[src/rtl/dmarq_pkg.sv]
package dmarq_pkg;
   localparam int unsigned CSR_W    = 16;
   localparam int unsigned BIT_DONE  = 15;
   localparam int unsigned BIT_ERREN = 14;
   localparam int unsigned BIT_CLR   = 13;
   localparam int unsigned BIT_DUAL  = 12;
   localparam int unsigned BIT_SRC   = 10;
   localparam int unsigned BIT_BUF   = 9;
   localparam int unsigned BIT_AINIT = 6;
   localparam int unsigned BIT_DINIT = 5;
   localparam int unsigned BIT_BINIT = 0;

   typedef enum logic [1:0] {
      SRC_NONE   = 2'd0,
      SRC_ADCLK  = 2'd1,
      SRC_DACLK  = 2'd2,
      SRC_ADTRIG = 2'd3
   } src_e;

   typedef struct packed {
      logic erren;
      logic dual;
      src_e src;
   } cfg_t;
endpackage

[src/rtl/dmarq_csr.sv]
module dmarq_csr
   import dmarq_pkg::*;
#(
   parameter int unsigned W = CSR_W
) (
   input  logic         clk,
   input  logic         rst_n,
   input  logic         wr,
   input  logic [W-1:0] wdata,
   output cfg_t         cfg,
   output logic         cmd_clr,
   output logic         cmd_home,
   output logic         cmd_wipe,
   output logic         ad_init,
   output logic         da_init,
   output logic         bd_init
);
   logic wr_binit;

   assign wr_binit = wr & wdata[BIT_BINIT];
   assign cmd_clr  = wr & wdata[BIT_CLR];
   assign cmd_wipe = wr & (wdata[BIT_AINIT] | wdata[BIT_DINIT] | wdata[BIT_BINIT]);
   assign cmd_home = wr & (wdata[BIT_BUF] | wdata[BIT_AINIT] | wdata[BIT_DINIT]
                           | wdata[BIT_BINIT] | ~wdata[BIT_DUAL]);

   always_ff @(posedge clk or negedge rst_n) begin
      if (!rst_n) begin
         cfg <= '0;
      end else if (wr_binit) begin
         cfg <= '0;
      end else if (wr) begin
         cfg.erren <= wdata[BIT_ERREN];
         cfg.dual  <= wdata[BIT_DUAL];
         cfg.src   <= src_e'(wdata[BIT_SRC +: 2]);
      end
   end

   always_ff @(posedge clk or negedge rst_n) begin
      if (!rst_n) begin
         ad_init <= 1'b0;
         da_init <= 1'b0;
         bd_init <= 1'b0;
      end else begin
         ad_init <= wr & wdata[BIT_AINIT];
         da_init <= wr & wdata[BIT_DINIT];
         bd_init <= wr_binit;
      end
   end


   ad_pulse_chk: assert property (@(posedge clk) disable iff (!rst_n)
      ad_init |-> $past(wr && wdata[BIT_AINIT]));

   bd_clears_cfg_chk: assert property (@(posedge clk) disable iff (!rst_n)
      bd_init |-> (cfg == '0));
endmodule

[src/rtl/dmarq_evsel.sv]
module dmarq_evsel
   import dmarq_pkg::*;
#(
   parameter int unsigned SEL_W = 2,
   localparam int unsigned NEV  = (1 << SEL_W) - 1
) (
   input  logic [SEL_W-1:0] sel,
   input  logic [NEV-1:0]   ev,
   output logic             hit
);
   logic [NEV-1:0] match;

   for (genvar k = 1; k <= NEV; k++) begin : g_src
      assign match[k-1] = (sel == SEL_W'(k)) & ev[k-1];
   end

   assign hit = |match;
endmodule

[src/rtl/dmarq_pingpong.sv]
module dmarq_pingpong (
   input  logic clk,
   input  logic rst_n,
   input  logic hit,
   input  logic tc_a,
   input  logic tc_b,
   input  logic dual,
   input  logic cmd_clr,
   input  logic cmd_home,
   input  logic cmd_wipe,
   output logic req_a,
   output logic req_b,
   output logic ptr_b,
   output logic done
);
   logic tc_act;

   assign tc_act = ptr_b ? tc_b : tc_a;

   always_ff @(posedge clk or negedge rst_n) begin
      if (!rst_n) begin
         req_a <= 1'b0;
         req_b <= 1'b0;
      end else begin
         req_a <= hit & ~ptr_b;
         req_b <= hit & ptr_b & dual;
      end
   end

   always_ff @(posedge clk or negedge rst_n) begin
      if (!rst_n)                 ptr_b <= 1'b0;
      else if (cmd_home)          ptr_b <= 1'b0;
      else if (tc_act && dual)    ptr_b <= ~ptr_b;
   end

   always_ff @(posedge clk or negedge rst_n) begin
      if (!rst_n)                    done <= 1'b0;
      else if (tc_act)               done <= 1'b1;
      else if (cmd_clr || cmd_wipe)  done <= 1'b0;
   end


   req_onehot_chk: assert property (@(posedge clk) disable iff (!rst_n)
      $onehot0({req_a, req_b}));

   tc_sets_done_chk: assert property (@(posedge clk) disable iff (!rst_n)
      tc_act |=> done);

   clr_done_chk: assert property (@(posedge clk) disable iff (!rst_n)
      (cmd_clr && !tc_act) |=> !done);

   single_no_b_chk: assert property (@(posedge clk) disable iff (!rst_n)
      !dual |=> !req_b);

   swap_chk: assert property (@(posedge clk) disable iff (!rst_n)
      (tc_act && dual && !cmd_home) |=> (ptr_b != $past(ptr_b)));
endmodule

[src/rtl/dbuf_dma_req.sv]
module dbuf_dma_req
   import dmarq_pkg::*;
#(
   parameter int unsigned W     = CSR_W,
   parameter int unsigned SEL_W = 2
) (
   input  logic         clk,
   input  logic         rst_n,
   input  logic         csr_wr,
   input  logic [W-1:0] csr_wdata,
   output logic [W-1:0] csr_rdata,
   input  logic         ev_adclk,
   input  logic         ev_daclk,
   input  logic         ev_adtrig,
   input  logic         tc_a,
   input  logic         tc_b,
   input  logic         err_in,
   output logic         req_a,
   output logic         req_b,
   output logic         irq,
   output logic         ad_init,
   output logic         da_init,
   output logic         bd_init
);
   localparam int unsigned NEV = (1 << SEL_W) - 1;

   if (W != 16) begin : g_bad_w
      $error("dbuf_dma_req: control word must be 16 bits");
   end
   if (NEV != 3) begin : g_bad_sel
      $error("dbuf_dma_req: three event sources need a 2-bit selector");
   end

   cfg_t cfg;
   logic cmd_clr, cmd_home, cmd_wipe;
   logic hit, ptr_b, done;

   dmarq_csr #(.W(W)) u_csr (
      .clk      (clk),
      .rst_n    (rst_n),
      .wr       (csr_wr),
      .wdata    (csr_wdata),
      .cfg      (cfg),
      .cmd_clr  (cmd_clr),
      .cmd_home (cmd_home),
      .cmd_wipe (cmd_wipe),
      .ad_init  (ad_init),
      .da_init  (da_init),
      .bd_init  (bd_init)
   );

   dmarq_evsel #(.SEL_W(SEL_W)) u_sel (
      .sel (SEL_W'(cfg.src)),
      .ev  ({ev_adtrig, ev_daclk, ev_adclk}),
      .hit (hit)
   );

   dmarq_pingpong u_pp (
      .clk      (clk),
      .rst_n    (rst_n),
      .hit      (hit),
      .tc_a     (tc_a),
      .tc_b     (tc_b),
      .dual     (cfg.dual),
      .cmd_clr  (cmd_clr),
      .cmd_home (cmd_home),
      .cmd_wipe (cmd_wipe),
      .req_a    (req_a),
      .req_b    (req_b),
      .ptr_b    (ptr_b),
      .done     (done)
   );

   always_comb begin
      csr_rdata = '0;
      csr_rdata[BIT_DONE]     = done;
      csr_rdata[BIT_ERREN]    = cfg.erren;
      csr_rdata[BIT_DUAL]     = cfg.dual;
      csr_rdata[BIT_SRC +: 2] = cfg.src;
      csr_rdata[BIT_BUF]      = ptr_b;
   end

   assign irq = done | (cfg.erren & err_in);


   src_none_quiet_chk: assert property (@(posedge clk) disable iff (!rst_n)
      (cfg.src == SRC_NONE) |=> !(req_a || req_b));

   irq_cause_chk: assert property (@(posedge clk) disable iff (!rst_n)
      irq |-> (done || err_in));
endmodule

[config.mk]
export PLATFORM = sky130hd
export DESIGN_NAME = dbuf_dma_req
export DESIGN_NICKNAME = d
export VERILOG_FILES = /design/src/rtl/dmarq_pkg.sv /design/src/rtl/dmarq_csr.sv /design/src/rtl/dmarq_evsel.sv /design/src/rtl/dmarq_pingpong.sv /design/src/rtl/dbuf_dma_req.sv
export SDC_FILE = /design/constraint.sdc
export NUM_CORES = 1
export LEC_CHECK = 0
export ABC_CLOCK_PERIOD_IN_PS = 1100
export BUFFER_PORTS_ARGS = -buffer_cell sky130_fd_sc_hd__buf_2
export CORE_AREA = 2 2 43 45
export DETAILED_ROUTE_END_ITERATION = 16
export DIE_AREA = 0 0 45 47
export PLACE_DENSITY = 0.74
export SYNTH_ARGS = -nofsm -noshare
export SYNTH_HDL_FRONTEND = slang
export SYNTH_SLANG_ARGS = --single-unit
[constraint.sdc]
create_clock -name clk -period 1.1 [get_ports clk]
set_input_delay 0.275 -clock clk [delete_from_list [all_inputs] [get_ports clk]]
set_output_delay 0.275 -clock clk [all_outputs]
set_load 0.01 [all_outputs]
# Yosys cells after proc, flatten, opt, wreduce, memory -nomap -nowiden
# Cells that the tools add are included.
word_totals:
  regBits: 11
  output_inout_bits: 22
  word_cells: 48
op_classes:
  eq_ne: 3
  mux: 7
  bitwise: 22
  n_reduce_logical: 6
op_table:
  columns: ["op", "n"]
  rows:
  - ["$and 1x1->1", 13]
  - ["$mux 4", 2]
  - ["$or 1x1->1", 7]
  - ["$reduce_bool 2->1", 3]
  - ["$mux 1", 5]
  - ["$eq 2x2->1 const B", 2]
  - ["$reduce_or 3->1", 1]
  - ["$eq 2x1->1 const B", 1]
  - ["$not 1->1", 2]
  - ["$logic_and 1x1->1", 1]
  - ["$logic_or 1x1->1", 1]

# Depth between registers and ports, before layout
# Gate-level depths: netlist of the first run.
logic_depth:
  word_depth: 6
  ltp_mapped: 3

# Modules after synthesis
# A second synthesis of the first run with hierarchy kept.
hier_totals:
  hier_cells: 51
  hier_area_um2: 575.6
by_module_without_submodules:
  columns: ["mod", "instances", "cells_each", "area_per_inst_um2", "seq_area_each_um2"]
  rows:
  - ["dmarq_csr", 1, 22, 286.5, 175.2]
  - ["dmarq_pingpong", 1, 12, 163.9, 100.1]
  - ["dbuf_dma_req", 1, 14, 101.3, 0.0]
  - ["dmarq_evsel", 1, 3, 23.8, 0.0]

# Worst setup path before layout of the first run
# Ideal clock, no wire load.
synth_timing:
  path_kind: "input-to-reg"
  start: "input csr_wdata[5]"
  end: "register u_pp.ptr_b"
  setup_time_ps: 94
  arrival_ps: 992
  slack_ps: 14
  path_stages: 2
  path_cell_list: "or4b_1 -> a211oi_1"
synth_via:
  elab_chain_len: 5
  elab_cells_between_ends: 6
synth_rtl:
  columns: ["item", "line", "rtl"]
  rows:
  - ["start, declared", "dbuf_dma_req.sv:10", "input logic [W-1:0] csr_wdata,"]
  - ["$or 1x1->1 *", "dmarq_csr.sv:23", "assign cmd_home = wr & (wdata[BIT_BUF] | wdata[BIT_AINIT] | wdata[BIT_DINIT]"]
  - ["$or 1x1->1 * (2 in a row)", "dmarq_csr.sv:24", "| wdata[BIT_BINIT] | ~wdata[BIT_DUAL]);"]
  - ["$and 1x1->1 *", "dmarq_csr.sv:23", null]
  - ["$mux 1 or $reduce_bool 2->1 (tied branches)", null, null]
  - ["end signal, assigned", "dmarq_pingpong.sv:33", "else if (tc_act && dual) ptr_b <= ~ptr_b;"]
  - ["end, declared", "dmarq_pingpong.sv:13", "output logic ptr_b,"]
# Every way passes the cells marked *; elsewhere a longest branch is shown, timed or not.
# A chain may end at the register's enable or synchronous reset.

# Final worst setup path of the first run
layout_timing:
  start: "register u_csr.cfg[3] (netlist name)"
  end: "output irq"
layout_via:
  elab_chain_len: 2
layout_rtl:
  columns: ["item", "line", "rtl"]
  rows:
  - ["$and 1x1->1", "dbuf_dma_req.sv:83", "assign irq = done | (cfg.erren & err_in);"]
  - ["$or 1x1->1", "dbuf_dma_req.sv:83", null]
  - ["end, declared", "dbuf_dma_req.sv:20", "output logic irq,"]
# No other way between the ends.

==> results of run 1 <==
[layout make-up]
cell class | count | area, um^2 | share of cell area (%)
inverters | 4 | 15.01 | 1.977
well taps | 17 | 21.27 | 2.801
flip-flops and latches | 11 | 275.3 | 36.24
clock buffers | 4 | 26.28 | 3.460
multi-input cells | 36 | 203.9 | 26.85
repair buffers | 37 | 217.7 | 28.67
[tightest hold or removal path, cell delays in order]
cell     delay, ps
buf_2           80
nand2_1         30
o21ai_0         60
[sequential cells by signal, summed over array words and instances, names as in the netlist]
register	flops
u_csr.ad_init	1
u_csr.bd_init	1
u_csr.cfg	4
u_csr.da_init	1
u_pp.done	1
u_pp.ptr_b	1
u_pp.req_a	1
u_pp.req_b	1
[metrics by stage]
step | setup slack, ps | utilization (%)
after CTS | -132.9 | 44.02
after global placement | -131.1 | 40.45
after global routing | -158.6 | 45.98
after detailed placement | -125.8 | 40.45
final | -113.2 | 45.98
after floorplan | 13.92 | -
[routing by layer]
layer  wire length (um)  GRT usage (%)  share of wire, %  vias up
li1                   -              -                 -      234
met1                473          11.69                41      202
met2                552          19.43                48       23
met3                122          2.692                11        2
met4                 10          8.824              0.86        0
met5                  0              0                 0        -
[cells by family (layout without fill, tap and decap cells)]
family | count (synthesis) | count (layout) | synth area share, %
muxes | 2 | 2 | 3.864
AOI/OAI and AO/OA | 9 | 9 | 11.14
and+or+nand+nor | 15 | 15 | 13.86
buffers and inverters | 17 | 45 | 20.45
other | 1 | 10 | 0.6812
DFF | 11 | 11 | 50.00
[cells in the mapped netlist (all sizes together)]
cell type	count
a211oi	1
a21o	1
a221o	1
a22oi	1
and2	3
buf	13
conb	1
dfrtp	11
inv	4
mux2	1
mux2i	1
nand2	7
nor2	2
nor2b	2
o21ai	4
o41ai	1
or4b	1
[worst max path at each step]
stage | end | slack [ps] | startpoint | cells after the start
2_1_floorplan | u_pp.ptr_b$_DFFE_PN0P_ | 10 | csr_wdata[5] | 2
3_3_place_gp | u_pp.ptr_b$_DFFE_PN0P_ | -130 | csr_wdata[5] | 3
3_5_place_dp | u_pp.ptr_b$_DFFE_PN0P_ | -130 | csr_wdata[5] | 3
4_1_cts | irq | -130 | u_csr.cfg[3]$_DFFE_PN0P_ | 2
5_1_grt | irq | -160 | u_csr.cfg[3]$_DFFE_PN0P_ | 2
6_report | irq | -110 | u_csr.cfg[3]$_DFFE_PN0P_ | 2
[report_power, final]
group	total [mW]	switching (mW)	internal (mW)
registers	0.445	0.0136	0.431
clock network	0.260	0.120	0.140
logic	0.201	0.100	0.101
total	0.906	0.233	0.672
[what timing repair did]
action | CTS | global route
buffers inserted | 3 | 2
endpoints found under the setup margin | 4 | 6
hold buffers | 1 | 0
pin swaps | 1 | 1
hold endpoints to repair | 11 | 0
resized for setup | 0 | 4
==> metrics.txt, run 1 <==
number of fill cells=168; gpl congestion=0.7301; fraction of layout cells with a size suffix above 1=46.74%; Fin Setup TNS=-167.6 ps; num rows=15; fin crit share=110.3%; IR drop worst, VDD=429.4 uV; Routed Antenna Nets=0; vias in the first global route=411; failing checks=negative setup slack; synth top area cells=dfrtp_1 (50%), buf_4 (18%), nand2_1 (4.8%); worst-path cell chain=a21o_1 -> buf_2; Post-DP HPWL=891.1 um; initial antenna violation count=0; synthesized cell area=550.5 um^2; Port Buf Inserts=29; overall power=905.8 uW; CP top delay family=flip-flops; drt pass-1 iters=2; cell count of the worst reg-to-reg path=3; outcome=finished, violations left; TritonCTS Buffers=3; final max-slew violation count=0; largest stage delay on the critical path=390 ps; Hold Startpoint=csr_wdata[14]; leading cell type in the layout, fill and taps excluded=buf_2; DIE HEIGHT=47 um; Starting Density=33.33%; Seq/Total Area, Yosys=50.00%; Worst Path Buf+Inv=1; Core Region=1652 um^2; WP data required=820 ps; PD cells=1193 nW/um^2; antenna cell count=0; clock transition at the registers of the reported paths=60 ps; leak pwr=0.4198 nW; first-pass GRT wire length=1.607 mm; Area growth syn-to-layout=37.95%; Max Fanout on Critical Path=3; number of H-tree levels=1; most frequent cells in the layout=buf_2 (28), dfrtp_1 (11), conb_1 (10); Synth area leader=dfrtp_1; Worst Setup End Kind=output port; Vias/cell=4.229; crit path launch type=register; die area=2115 um^2; Clock Skew=0.8615 ps; vias=461; Synth Area per Inst=10.01 um^2; Synth cell types=18; CTS Buffer Depth=2; largest net degree at the start of global routing=12; minimum clock period=1213 ps; TritonCTS clock tree=yes; post-route cell area=759.5 um^2; Max Cap Viol=0; placed cell area=668.1 um^2; worst hold slack=220.4 ps; Final nets=118; flops & latches, synth=11; non-filler cells, final=109; Tot GR Track Use=11.22%; IO Pins=47; HP Class=in -> reg; flop-to-flop setup slack=80 ps; drt total wl=1.159 mm; Reg2Reg Launch Point=u_pp.done$_DFFE_PN0P_; final hold violation count=0; hold path depth=3; fin worst setup slack=-113.2 ps; clk_lat worst skew=260 ps; Finish-stage setup viols=2; FMAX=0.8243 GHz; total number of yosys warnings=0; grt total ovfl=0; end of the worst hold path=u_csr.cfg[3]$_DFFE_PN0P_; Slowest-stage cell, CP=dfrtp_1; drc violations=0; Die Width=45 um; drt wl/cell=10.63 um; root buffer cell=clkbuf_4; CTS sink count=11; R2R Path End=u_pp.done$_DFFE_PN0P_; RSZ-0062 raised after global routing=yes; Placed Cells=99; Syn Inst Count=55; Initial DRC Count=5; post-synth top area share=50.00%; Worst EP arrival=940 ps; Crit Path Category=reg -> out
No activity file was read; power rests on OpenSTA's default activity.
==> inputs of run 2 (changes only) <==
--- a/config.mk
+++ b/config.mk
@@ -11,6 +11,7 @@
 export DETAILED_ROUTE_END_ITERATION = 16
 export DIE_AREA = 0 0 45 47
 export PLACE_DENSITY = 0.74
+export REMOVE_ABC_BUFFERS = 1
 export SYNTH_ARGS = -nofsm -noshare
 export SYNTH_HDL_FRONTEND = slang
 export SYNTH_SLANG_ARGS = --single-unit
==> run 2 against run 1 <==
The flow still finishes with violations (negative setup slack). Setup slack better by 3.7 ps. Hold slack worse by 4.2 ps. Global-route usage is 0.50 points higher. Clock-buffer cell count stayed put. Sequential power hardly changed. Sequential share of layout area is 0.87 points lower. Sequential cell count stayed put. Register-to-register slack worse by 20 ps. Clock skew is 4.7 ps higher. Via count is 4.8% higher. First-iteration DRC count is 60% lower. Critical path type unchanged. Largest power group unchanged.
==> metrics.txt, run 2 (synthesis gave the netlist of run 1 again) <==
outcome=finished, violations left; failing checks=negative setup slack; num rows=15; TritonCTS clock tree=yes; drt pass-1 iters=4; vias=483; Finish-stage setup viols=2; TritonCTS Buffers=3; Tot GR Track Use=11.72%; antenna cell count=0; dpl ws=-116.9 ps; Initial DRC Count=2; Post-DP HPWL=854.1 um; Final nets=118; leading cell type in the layout, fill and taps excluded=buf_2; grt total ovfl=0; Max Fanout on Critical Path=3; die area=2115 um^2; post-route cell area=778.2 um^2; clk_lat worst skew=260 ps; vias in the first global route=439; IR drop worst, VDD=698.7 uV; Starting Density=33.33%; fraction of layout cells with a size suffix above 1=50.00%; Area growth syn-to-layout=41.36%; WP data required=820 ps; clock transition at the registers of the reported paths=60 ps; crit path launch type=register; Crit Path Category=reg -> out; Vias/cell=4.431; FMAX=0.8268 GHz; root buffer cell=clkbuf_4; Core Region=1652 um^2; DIE HEIGHT=47 um; drt wl/cell=10.83 um; Reg with most FFs=u_csr.cfg; Routed Antenna Nets=0; Port Buf Inserts=29; R2R Path End=u_pp.req_b$_DFF_PN0_; largest net degree at the start of global routing=12; Worst EP arrival=930 ps; Fin Setup TNS=-182.4 ps; HP Class=in -> reg; RSZ-0062 raised after global routing=yes; initial antenna violation count=0; IO Pins=47; drt total wl=1.180 mm; number of H-tree levels=1; gpl congestion=0.7997; placed cell area=675.6 um^2; PD cells=1177 nW/um^2; Worst Setup End Kind=output port; Hold Startpoint=csr_wdata[14]; most frequent cells in the layout=buf_2 (28), dfrtp_1 (11), conb_1 (10); first-pass GRT wire length=1.752 mm; worst hold slack=216.2 ps; final hold violation count=0; CTS Buffer Depth=2; leak pwr=0.4290 nW; CTS sink count=11; flop-to-flop setup slack=60 ps; fin crit share=110.0%; Clock Skew=5.532 ps; hold path depth=3; end of the worst hold path=u_csr.cfg[3]$_DFFE_PN0P_; drc violations=0; Reg2Reg Launch Point=u_csr.cfg[1]$_DFFE_PN0P_; fin worst setup slack=-109.5 ps; Max Cap Viol=0; overall power=916.3 uW; Die Width=45 um; final max-slew violation count=0; minimum clock period=1209 ps; cell count of the worst reg-to-reg path=4; max reg flops=4
==> run 2: layer usage <==
layer | part of all wire, % | GRT usage [%] | vias to the layer above
li1 | - | - | 233
met1 | 44 | 13.91 | 229
met2 | 47 | 19.43 | 21
met3 | 8.6 | 3.846 | 0
met4 | 0 | 5.294 | 0
met5 | 0 | 0 | -
==> run 2: through the flow <==
stage | cells | util (%)
floorplan | 51 | -
global placement | 100 | 40.91
detailed placement | 100 | 40.91
CTS | 109 | 45.30
global route | 109 | 47.12
finish | 109 | 47.12
==> run 2: worst max path at each step <==
stage                                         from                endpoint  cells past startpoint
final                        u_pp.done$_DFFE_PN0P_                     irq                      2
after global routing      u_csr.cfg[3]$_DFFE_PN0P_                     irq                      2
after CTS                    u_pp.done$_DFFE_PN0P_                     irq                      2
after global placement                csr_wdata[5]  u_pp.ptr_b$_DFFE_PN0P_                      3
after floorplan                       csr_wdata[5]  u_pp.ptr_b$_DFFE_PN0P_                      2
after detailed placement              csr_wdata[5]  u_pp.ptr_b$_DFFE_PN0P_                      3
==> run 2: power by group <==
| part | total (mW) | internal, mW | leakage, nW | switching [mW] |
|---|---|---|---|---|
| combinational | 0.207 | 0.102 | 0.272 | 0.105 |
| sequential | 0.446 | 0.431 | 0.142 | 0.0146 |
| clock | 0.264 | 0.140 | 0.0150 | 0.124 |
==> run 2: area by class of cell <==
type                       instances  area (um^2)
sequential                        11        275.3
tap                               17        21.27
inverter                           4        15.01
clock buffer                       4        26.28
timing repair buffer              37        217.7
fill                             167        873.3
multi-input combinational         36        222.7
==> run 2: repair_timing <==
item	CTS	global route
buffers inserted	4	0
hold buffers	1	0
pin swaps	1	2
gates resized for setup	1	8
setup endpoints to repair	4	6
endpoints found under the hold margin	11	0
==> run 2: worst max-delay path, cell delays in order, from the launching register on <==
cell and delay [ps]:
dfrtp_1 400, a21o_1 150, buf_2 130
==> inputs of run 3 (changes only) <==
--- a/config.mk
+++ b/config.mk
@@ -8,10 +8,12 @@
 export ABC_CLOCK_PERIOD_IN_PS = 1100
 export BUFFER_PORTS_ARGS = -buffer_cell sky130_fd_sc_hd__buf_2
 export CORE_AREA = 2 2 43 45
+export CTS_BUF_LIST = sky130_fd_sc_hd__clkbuf_4
 export DETAILED_ROUTE_END_ITERATION = 16
 export DIE_AREA = 0 0 45 47
 export PLACE_DENSITY = 0.74
 export REMOVE_ABC_BUFFERS = 1
+export SKIP_LAST_GASP = 1
 export SYNTH_ARGS = -nofsm -noshare
 export SYNTH_HDL_FRONTEND = slang
 export SYNTH_SLANG_ARGS = --single-unit
==> run 3 against run 2 <==
Sequential power about the same. Via count up 2.1%. Critical endpoint unchanged. Critical path depth stayed put. Cell count increased by 0.92%. Maximum frequency decreased by 1.1%. Core utilization did not move. Wire length up 2.5%. Register-to-register slack barely moved. Setup slack got worse by 13 ps. Combinational power hardly changed. Largest power group unchanged. Clock-buffer cell count unchanged. The run still ends with negative setup slack left.
==> metrics.txt, run 3 (synthesis gave the netlist of run 1 again) <==
number of H-tree levels=1; Vias/cell=4.482; fin worst setup slack=-122.3 ps; largest stage delay on the critical path=400 ps; leading cell type in the layout, fill and taps excluded=buf_2; fraction of layout cells with a size suffix above 1=50.54%; WP data required=820 ps; Core Region=1652 um^2; IO Pins=47; num rows=15; Finish-stage setup viols=2; Routed Antenna Nets=0; largest net degree at the start of global routing=12; worst hold slack=206.4 ps; minimum clock period=1222 ps; DIE HEIGHT=47 um; Reg with most FFs=u_csr.cfg; first-pass GRT wire length=1.752 mm; Tot GR Track Use=11.88%; Final nets=119; Max Fanout on Critical Path=3; Clock Skew=0.1681 ps; worst-path cell chain=a21o_1 -> buf_2; placed cell area=675.6 um^2; drt total wl=1.209 mm; Clk network pwr share=31.4%; drt wl/cell=10.99 um; Crit Path Category=reg -> out; root buffer cell=clkbuf_4; die area=2115 um^2; CTS Buffer Depth=2; Combinational Power Share=21.7%; CP top delay family=flip-flops; grt total ovfl=0; vias in the first global route=428; Die Width=45 um; fin crit share=111.1%; clk_lat worst skew=260 ps; Worst Path Buf+Inv=1; Post-DP HPWL=854.1 um; PD cells=1218 nW/um^2; drt pass-1 iters=2; failing checks=negative setup slack; most frequent cells in the layout=buf_2 (29), dfrtp_1 (11), conb_1 (10); RSZ-0062 raised after global routing=yes; Max Cap Viol=0; Slowest-stage cell, CP=dfrtp_1; CTS sink count=11; IR drop worst, VDD=701.8 uV; Area growth syn-to-layout=41.36%; leak pwr=0.4356 nW; Worst Setup End Kind=output port; HP Class=in -> reg; FMAX=0.8181 GHz; Placed Cells=100; final hold violation count=0; Initial DRC Count=5; Port Buf Inserts=29; Starting Density=33.33%; Worst EP arrival=950 ps; gpl congestion=0.7997; vias=493; non-filler cells, final=110; Switching Power=250.8 uW; TritonCTS clock tree=yes; drc violations=0; crit path launch type=register; Switching Share=26.45%; post-route cell area=778.2 um^2; outcome=finished, violations left; antenna cell count=0; clock transition at the registers of the reported paths=70 ps; final max-slew violation count=0; TritonCTS Buffers=3; initial antenna violation count=0; internal power=697.3 uW; max reg flops=4; sequential share of power=46.9%
[run 3: final timing paths]
path	start	to	slack [ps]	cells after the start
max in group asynchronous	rst_n	u_csr.da_init$_DFF_PN0_	490	2
hold reg to reg	u_pp.ptr_b$_DFFE_PN0P_	u_pp.req_a$_DFF_PN0_	450	1
setup reg to reg	u_csr.cfg[1]$_DFFE_PN0P_	u_pp.req_b$_DFF_PN0_	50	4
min in group asynchronous	rst_n	u_pp.req_b$_DFF_PN0_	410	2
setup / recovery	u_pp.done$_DFFE_PN0P_	irq	-120	2
hold / removal	csr_wdata[14]	u_csr.cfg[3]$_DFFE_PN0P_	210	3
[run 3: per-stage QoR]
| step | total power [mW] | worst slack, ps | TNS [ps] | utilization (%) |
|---|---|---|---|---|
| 6_report | 0.9482 | -122.3 | -221.3 | 47.12 |
| 3_3_place_gp | 0.6150 | -124.1 | -177.3 | 40.91 |
| 3_5_place_dp | 0.6197 | -116.9 | -177.3 | 40.91 |
| 5_1_grt | 0.9941 | -155.3 | -324.3 | 47.12 |
| 4_1_cts | 0.9417 | -123.6 | -218.3 | 45.15 |
| 2_1_floorplan | 0.5289 | 13.92 | 0 | - |
[run 3: power groups by stage]
stage	combinational [mW]	clock, mW	sequential, mW
5_1_grt	0.226	0.321	0.447
3_3_place_gp	0.159	0	0.456
4_1_cts	0.188	0.311	0.444
6_report	0.205	0.298	0.445
3_5_place_dp	0.163	0	0.457
2_1_floorplan	0.0592	0	0.470
[run 3: worst min-delay path: stages]
cell	delay, ps
buf_2	70
nand2_1	30
o21ai_0	50
[run 3: area by class of cell]
cell class,instances,area [um^2]
multi-input combinational,36,217.7
sequential,11,275.3
fill,166,873.3
inverter,4,15.01
tap,17,21.27
clock buffer,4,30.03
timing repair buffer,38,219.0
[run 3: repair_timing]
item / 4_1_cts / 5_1_grt
setup buffers: 4 / 1
gates resized for setup: 0 / 7
hold buffers: 1 / 0
endpoints found under the setup margin: 4 / 8
hold endpoints to repair: 11 / 0
pin swaps: 1 / 2
gates cloned: 0 / 0
[run 3: metal layers]
metal	up-vias	track usage, %	wire (um)
met5	-	0	0
met4	0	7.059	12
met3	2	3.846	102
met1	235	13.67	531
li1	233	-	-
met2	23	19.43	562
